[src/rtl/arb_pkg.sv]
package arb_pkg;
  typedef enum logic [2:0] {
    ST_IDLE      = 3'd0,
    ST_PRECHARGE = 3'd1,
    ST_GRANTED   = 3'd2,
    ST_RECLAIM   = 3'd3,
    ST_REFRESH   = 3'd4
  } arb_state_t;
endpackage

[src/rtl/arb_sync.sv]
module arb_sync #(
  parameter int STAGES = 2
) (
  input  logic clk,
  input  logic rst,
  input  logic d_in,
  output logic q_out
);
  logic [STAGES-1:0] chain;

  generate
    for (genvar i = 0; i < STAGES; i++) begin : g_stage
      if (i == 0) begin : g_first
        always_ff @(posedge clk) begin
          if (rst) chain[0] <= 1'b0;
          else     chain[0] <= d_in;
        end
      end else begin : g_next
        always_ff @(posedge clk) begin
          if (rst) chain[i] <= 1'b0;
          else     chain[i] <= chain[i-1];
        end
      end
    end
  endgenerate

  assign q_out = chain[STAGES-1];
endmodule

[src/rtl/arb_refresh_pend.sv]
module arb_refresh_pend (
  input  logic clk,
  input  logic rst,
  input  logic req,
  input  logic clr,
  output logic pend
);
  // A new request in the clearing cycle survives as a fresh pending refresh.
  always_ff @(posedge clk) begin
    if (rst) pend <= 1'b0;
    else     pend <= (pend & ~clr) | req;
  end
endmodule

[src/rtl/arb_fsm.sv]
module arb_fsm
  import arb_pkg::*;
(
  input  logic clk,
  input  logic rst,
  input  logic breq_s,
  input  logic cyc_done,
  input  logic atomic_busy,
  input  logic rowopen_mode,
  input  logic pend,
  output logic clr_pend,
  output logic back_o,
  output logic grant_o,
  output logic refresh_start_o,
  output logic pall_o
);
  arb_state_t state, nxt;
  logic       tgt_ref, nxt_tgt_ref;
  logic       boundary;

  assign boundary = cyc_done & ~atomic_busy;

  always_comb begin
    nxt         = state;
    nxt_tgt_ref = tgt_ref;
    unique case (state)
      ST_IDLE: begin
        if (boundary) begin
          if (pend) begin
            nxt_tgt_ref = 1'b1;
            nxt         = rowopen_mode ? ST_PRECHARGE : ST_REFRESH;
          end else if (breq_s) begin
            nxt_tgt_ref = 1'b0;
            nxt         = rowopen_mode ? ST_PRECHARGE : ST_GRANTED;
          end
        end
      end
      ST_PRECHARGE: begin
        if (cyc_done) begin
          if (tgt_ref || pend) nxt = ST_REFRESH;
          else if (breq_s)     nxt = ST_GRANTED;
          else                 nxt = ST_IDLE;
        end
      end
      ST_GRANTED: begin
        if (cyc_done) begin
          if (pend)         nxt = ST_RECLAIM;
          else if (!breq_s) nxt = ST_IDLE;
        end
      end
      ST_RECLAIM: begin
        if (cyc_done && !breq_s) begin
          nxt_tgt_ref = 1'b1;
          nxt         = rowopen_mode ? ST_PRECHARGE : ST_REFRESH;
        end
      end
      ST_REFRESH: begin
        if (cyc_done) nxt = ST_IDLE;
      end
      default: nxt = ST_IDLE;
    endcase
  end

  assign clr_pend = (nxt == ST_REFRESH) && (state != ST_REFRESH);

  always_ff @(posedge clk) begin
    if (rst) begin
      state           <= ST_IDLE;
      tgt_ref         <= 1'b0;
      back_o          <= 1'b0;
      grant_o         <= 1'b0;
      refresh_start_o <= 1'b0;
      pall_o          <= 1'b0;
    end else begin
      state           <= nxt;
      tgt_ref         <= nxt_tgt_ref;
      back_o          <= (nxt == ST_GRANTED);
      grant_o         <= (nxt == ST_GRANTED) && (state != ST_GRANTED);
      refresh_start_o <= clr_pend;
      pall_o          <= (nxt == ST_PRECHARGE) && (state != ST_PRECHARGE);
    end
  end
endmodule

[src/rtl/bus_release_arbiter.sv]
module bus_release_arbiter #(
  parameter int SYNC_STAGES = 2
) (
  input  logic clk,
  input  logic rst,
  input  logic breq_in,
  input  logic cyc_done,
  input  logic atomic_busy,
  input  logic rowopen_mode,
  input  logic refresh_req,
  output logic back_o,
  output logic grant_o,
  output logic refresh_start_o,
  output logic pall_o
);
  logic breq_s;
  logic pend;
  logic clr_pend;

  arb_sync #(.STAGES(SYNC_STAGES)) u_sync (
    .clk   (clk),
    .rst   (rst),
    .d_in  (breq_in),
    .q_out (breq_s)
  );

  arb_refresh_pend u_pend (
    .clk  (clk),
    .rst  (rst),
    .req  (refresh_req),
    .clr  (clr_pend),
    .pend (pend)
  );

  arb_fsm u_fsm (
    .clk             (clk),
    .rst             (rst),
    .breq_s          (breq_s),
    .cyc_done        (cyc_done),
    .atomic_busy     (atomic_busy),
    .rowopen_mode    (rowopen_mode),
    .pend            (pend),
    .clr_pend        (clr_pend),
    .back_o          (back_o),
    .grant_o         (grant_o),
    .refresh_start_o (refresh_start_o),
    .pall_o          (pall_o)
  );
endmodule

[config.mk]
export PLATFORM = sky130hd
export DESIGN_NAME = bus_release_arbiter
export DESIGN_NICKNAME = d
export VERILOG_FILES = /design/src/rtl/arb_pkg.sv /design/src/rtl/arb_sync.sv /design/src/rtl/arb_refresh_pend.sv /design/src/rtl/arb_fsm.sv /design/src/rtl/bus_release_arbiter.sv
export SDC_FILE = /design/constraint.sdc
export NUM_CORES = 1
export LEC_CHECK = 0
export ABC_AREA = 1
export BUFFER_PORTS_ARGS = -buffer_cell sky130_fd_sc_hd__buf_4
export CAP_MARGIN = 40
export CORE_AREA = 2 2 39 41
export DETAILED_ROUTE_END_ITERATION = 10
export DIE_AREA = 0 0 41 43
export HOLD_SLACK_MARGIN = 0.06
export PLACE_DENSITY = 0.64
export SYNTH_ARGS = -nofsm -noshare
export SYNTH_HDL_FRONTEND = slang
export SYNTH_SLANG_ARGS = --single-unit
[constraint.sdc]
create_clock -name clk -period 1 [get_ports clk]
set_input_delay 0.1 -clock clk [delete_from_list [all_inputs] [get_ports clk]]
set_output_delay 0.1 -clock clk [all_outputs]
set_load 0.01 [all_outputs]
==> flow_summary.yaml <==
outcome:
  outcome: "finished, violations left"
  violations: "negative setup slack"
detailed_routing:
  drt_wl_total_mm: 1.25
  wl_per_cell_um: 10.7
  dr.first_iter.drc_count: 14
  drt-vias-per-instance: 4.93
  vias: 577
  drtAntennaViolNets: 0
  firstDrtPassIters: 4
  drc: 0
worst_hold_path:
  hold_class: "primary input to flop"
  whs_endpoint: "u_pend.pend$_SDFF_PP0_"
  holdPathStages: 2
  worstHoldStart: "rst"
critical_path:
  reg2reg_depth: 10
  worst_path_max_delay_cell: "dfxtp_4"
  cp_data_required_time_ps: 1170
  cp.arrival_ps: 1270
  crit_type: "flop to flop"
  reg2reg_setup_slack_ps: -110
  crit_fanout: 7
  r2r_end: "u_pend.pend$_SDFF_PP0_"
  crit_chain: "inv_4 > nand2_4 > nor2_4 > nand2_2 > nand2_2 > nand2_2 > nand2_1 > nand2_1 > nand2_1 > a21oi_2"
  reg2reg_from: "u_fsm.state[0]$_SDFF_PP0_"
  critPathMaxStageDelay_ps: 380
  end_kind: "flop"
  start_kind: "flop"
sta:
  setup_viol: 6
  fin_tns_setup_ps: -308
  rsz0062_at_grt: "yes"
  slew_headroom_pct: 85.7
  period_minus_slack_ps: 1110
  fin_worst_skew_ps: 3.06
  timing.fmax_mhz: 904
  holdWs_ps: 42.5
  worst_slew_pin_slew_ps: 212
  final_hold_viol_count: 0
  slew_violations: 0
  period_share_pct: 111
  layout_setup_ws_ps: -106
global_route:
  grt_antenna_before_repair: 0
  grt_usage_pct: 16.6
  gr-total-overflow: 0
  gr-max-usage-layer: "met2"
  grt_use_met1_pct: 21.6
  grt_pass1_wl_mm: 1.94
  first_global_vias: 491
  grtUsageMet3_pct: 3.14
  grtUsageMet2_pct: 23.1
  grt_max_degree: 10
synth:
  synth_warnings: 0
  syn-num-nets: 83
  synth_edf_count: 0
  yosysMostFrequentCell: "nand2_1"
  synthTopCellsByCount: "17 x nand2_1, 12 x nor2_1, 11 x dfxtp_1"
  synth.area.top_cells: "dfxtp_1 43%, nand2_1 12%, nor2_1 8.7%"
  synth_top_cell_by_area: "dfxtp_1"
  synthDominantCellAreaShare_pct: 42.7
  ys_seq_area_share_pct: 42.7
  synth_cell_types: 18
  async_flop_share_pct: 0
  synth_cells: 76
  avgSynthCellArea_um2: 6.78
  synth_seq_cells: 11
  synth_area_um2: 515
  synth_top_flop_cell: "dfxtp_1"
clock_tree:
  postCtsHoldBufs: 1
  cts_made_buffers: 3
  cts.clk_slew.worst_paths_ps: 70
  ctsHtreeMaxLevel: 1
  cts_tree: "built"
  clock-sinks: 11
  insertion_delay_ps: 270
  clk_path_buf_depth: 2
  ctsRootBufferMaster: "clkbuf_4"
placement:
  dp_hpwl_um: 854
  dpl_cell_area_um2: 689
  port_buffers: 10
  globalplace.congestion: 0.751
floorplanning:
  boundaryPins: 11
  core-area_mm2: 0.00138
  fp.dieW_um: 41
  die_y_um: 43
  dieArea_mm2: 0.00176
  start_util_pct: 37.3
  row_count: 14
finish:
  drive_gt1_share_pct: 47.5
  area_growth_pct: 51.5
  final_core_util_pct: 56.4
  fillCellCount: 134
  fin_area_um2: 781
  insertedDiodeCount: 0
  final_nets: 109
power:
  pwr_density_cell_mw_per_mm2: 1180
  p_leak_nw: 0.373
  power_mw: 0.920
  vdd_drop_max_uv: 801
flow_run:
  cap_violations: 0
[final cells by class]
class                           instances  area [um2]  share of cell area [%]
Multi-Input combinational cell         52         288                    36.9
Timing Repair Buffer                   22         168                    21.5
Tap cell                               16        20.0                    2.56
Sequential cell                        11         231                    29.6
Clock buffer                            4        26.3                    3.37
Inverter                               12        47.5                    6.09
[worst max-delay path, delay by kind of cell, from the launching register on]
| family | cells | cell delay (ps) |
|---|---|---|
| buffers and inverters | 1 | 80 |
| flip-flops | 1 | 380 |
| AO/OA/AOI/OAI | 1 | 50 |
| AND/OR/NAND/NOR | 8 | 500 |
[per-stage QoR]
stage               cells  setup WS, ps
global route          117          -200
CTS                   116          -126
detailed placement    111          -140
finish                117          -106
global placement      111          -128
floorplan              76         -46.2
[power by group]
part           total, mW  switching, mW  internal (mW)
clock network      0.301          0.146          0.155
registers          0.466         0.0145          0.451
logic              0.153         0.0769         0.0760
[layer usage]
layer	up-vias	share of wire (%)
li1	292	-
met1	268	44
met2	13	50
met3	4	3.6
met4	0	1.7
met5	-	0
[placed cells by master, fill, tap and decap left out, types with 3 or more instances in the layout]
cell type  synthesis  layout
buf_4              0      21
nand2_1           17      15
nor2_1            12       9
inv_1             10       8
dfxtp_1           11       6
nand2_2            4       5
inv_2              2       3
o21ai_0            3       3
nor2_4             1       3
clkbuf_4           0       3
dfxtp_2            0       3
[sequential cells by signal, summed over array words and instances (netlist names)]
name / flops
u_fsm.grant_o: 1
u_fsm.pall_o: 1
u_fsm.back_o: 1
u_sync.chain: 1
u_fsm.tgt_ref: 1
u_fsm.refresh_start_o: 1
u_pend.pend: 1
u_sync.q_out: 1
u_fsm.state: 3
[cell families after synthesis]
kind of cell / count (synthesis) / share of synthesized area (%)
flops: 11 / 42.7
simple gates: 41 / 35.4
buf+inv: 13 / 9.47
compound gates: 11 / 12.4
[timing repair]
action | in CTS | in global routing
gates cloned | 0 | 0
gates resized for setup | 11 | 6
pin swaps | 6 | 3
endpoints found under the hold margin | 6 | 3
endpoints found under the setup margin | 7 | 9
buffers inserted | 0 | 1
[worst max path at each step]
stage	depth (start not counted)	to	slack, ps	startpoint
after floorplan	10	u_pend.pend$_SDFF_PP0_	-50	u_fsm.state[0]$_SDFF_PP0_
after global placement	9	u_pend.pend$_SDFF_PP0_	-130	u_pend.pend$_SDFF_PP0_
after detailed placement	9	u_pend.pend$_SDFF_PP0_	-140	u_pend.pend$_SDFF_PP0_
after CTS	10	u_pend.pend$_SDFF_PP0_	-130	u_fsm.state[0]$_SDFF_PP0_
after global routing	8	u_pend.pend$_SDFF_PP0_	-200	u_fsm.state[1]$_SDFF_PP0_
final	10	u_pend.pend$_SDFF_PP0_	-110	u_fsm.state[0]$_SDFF_PP0_
Note: power is estimated with default switching activity, not from simulation.
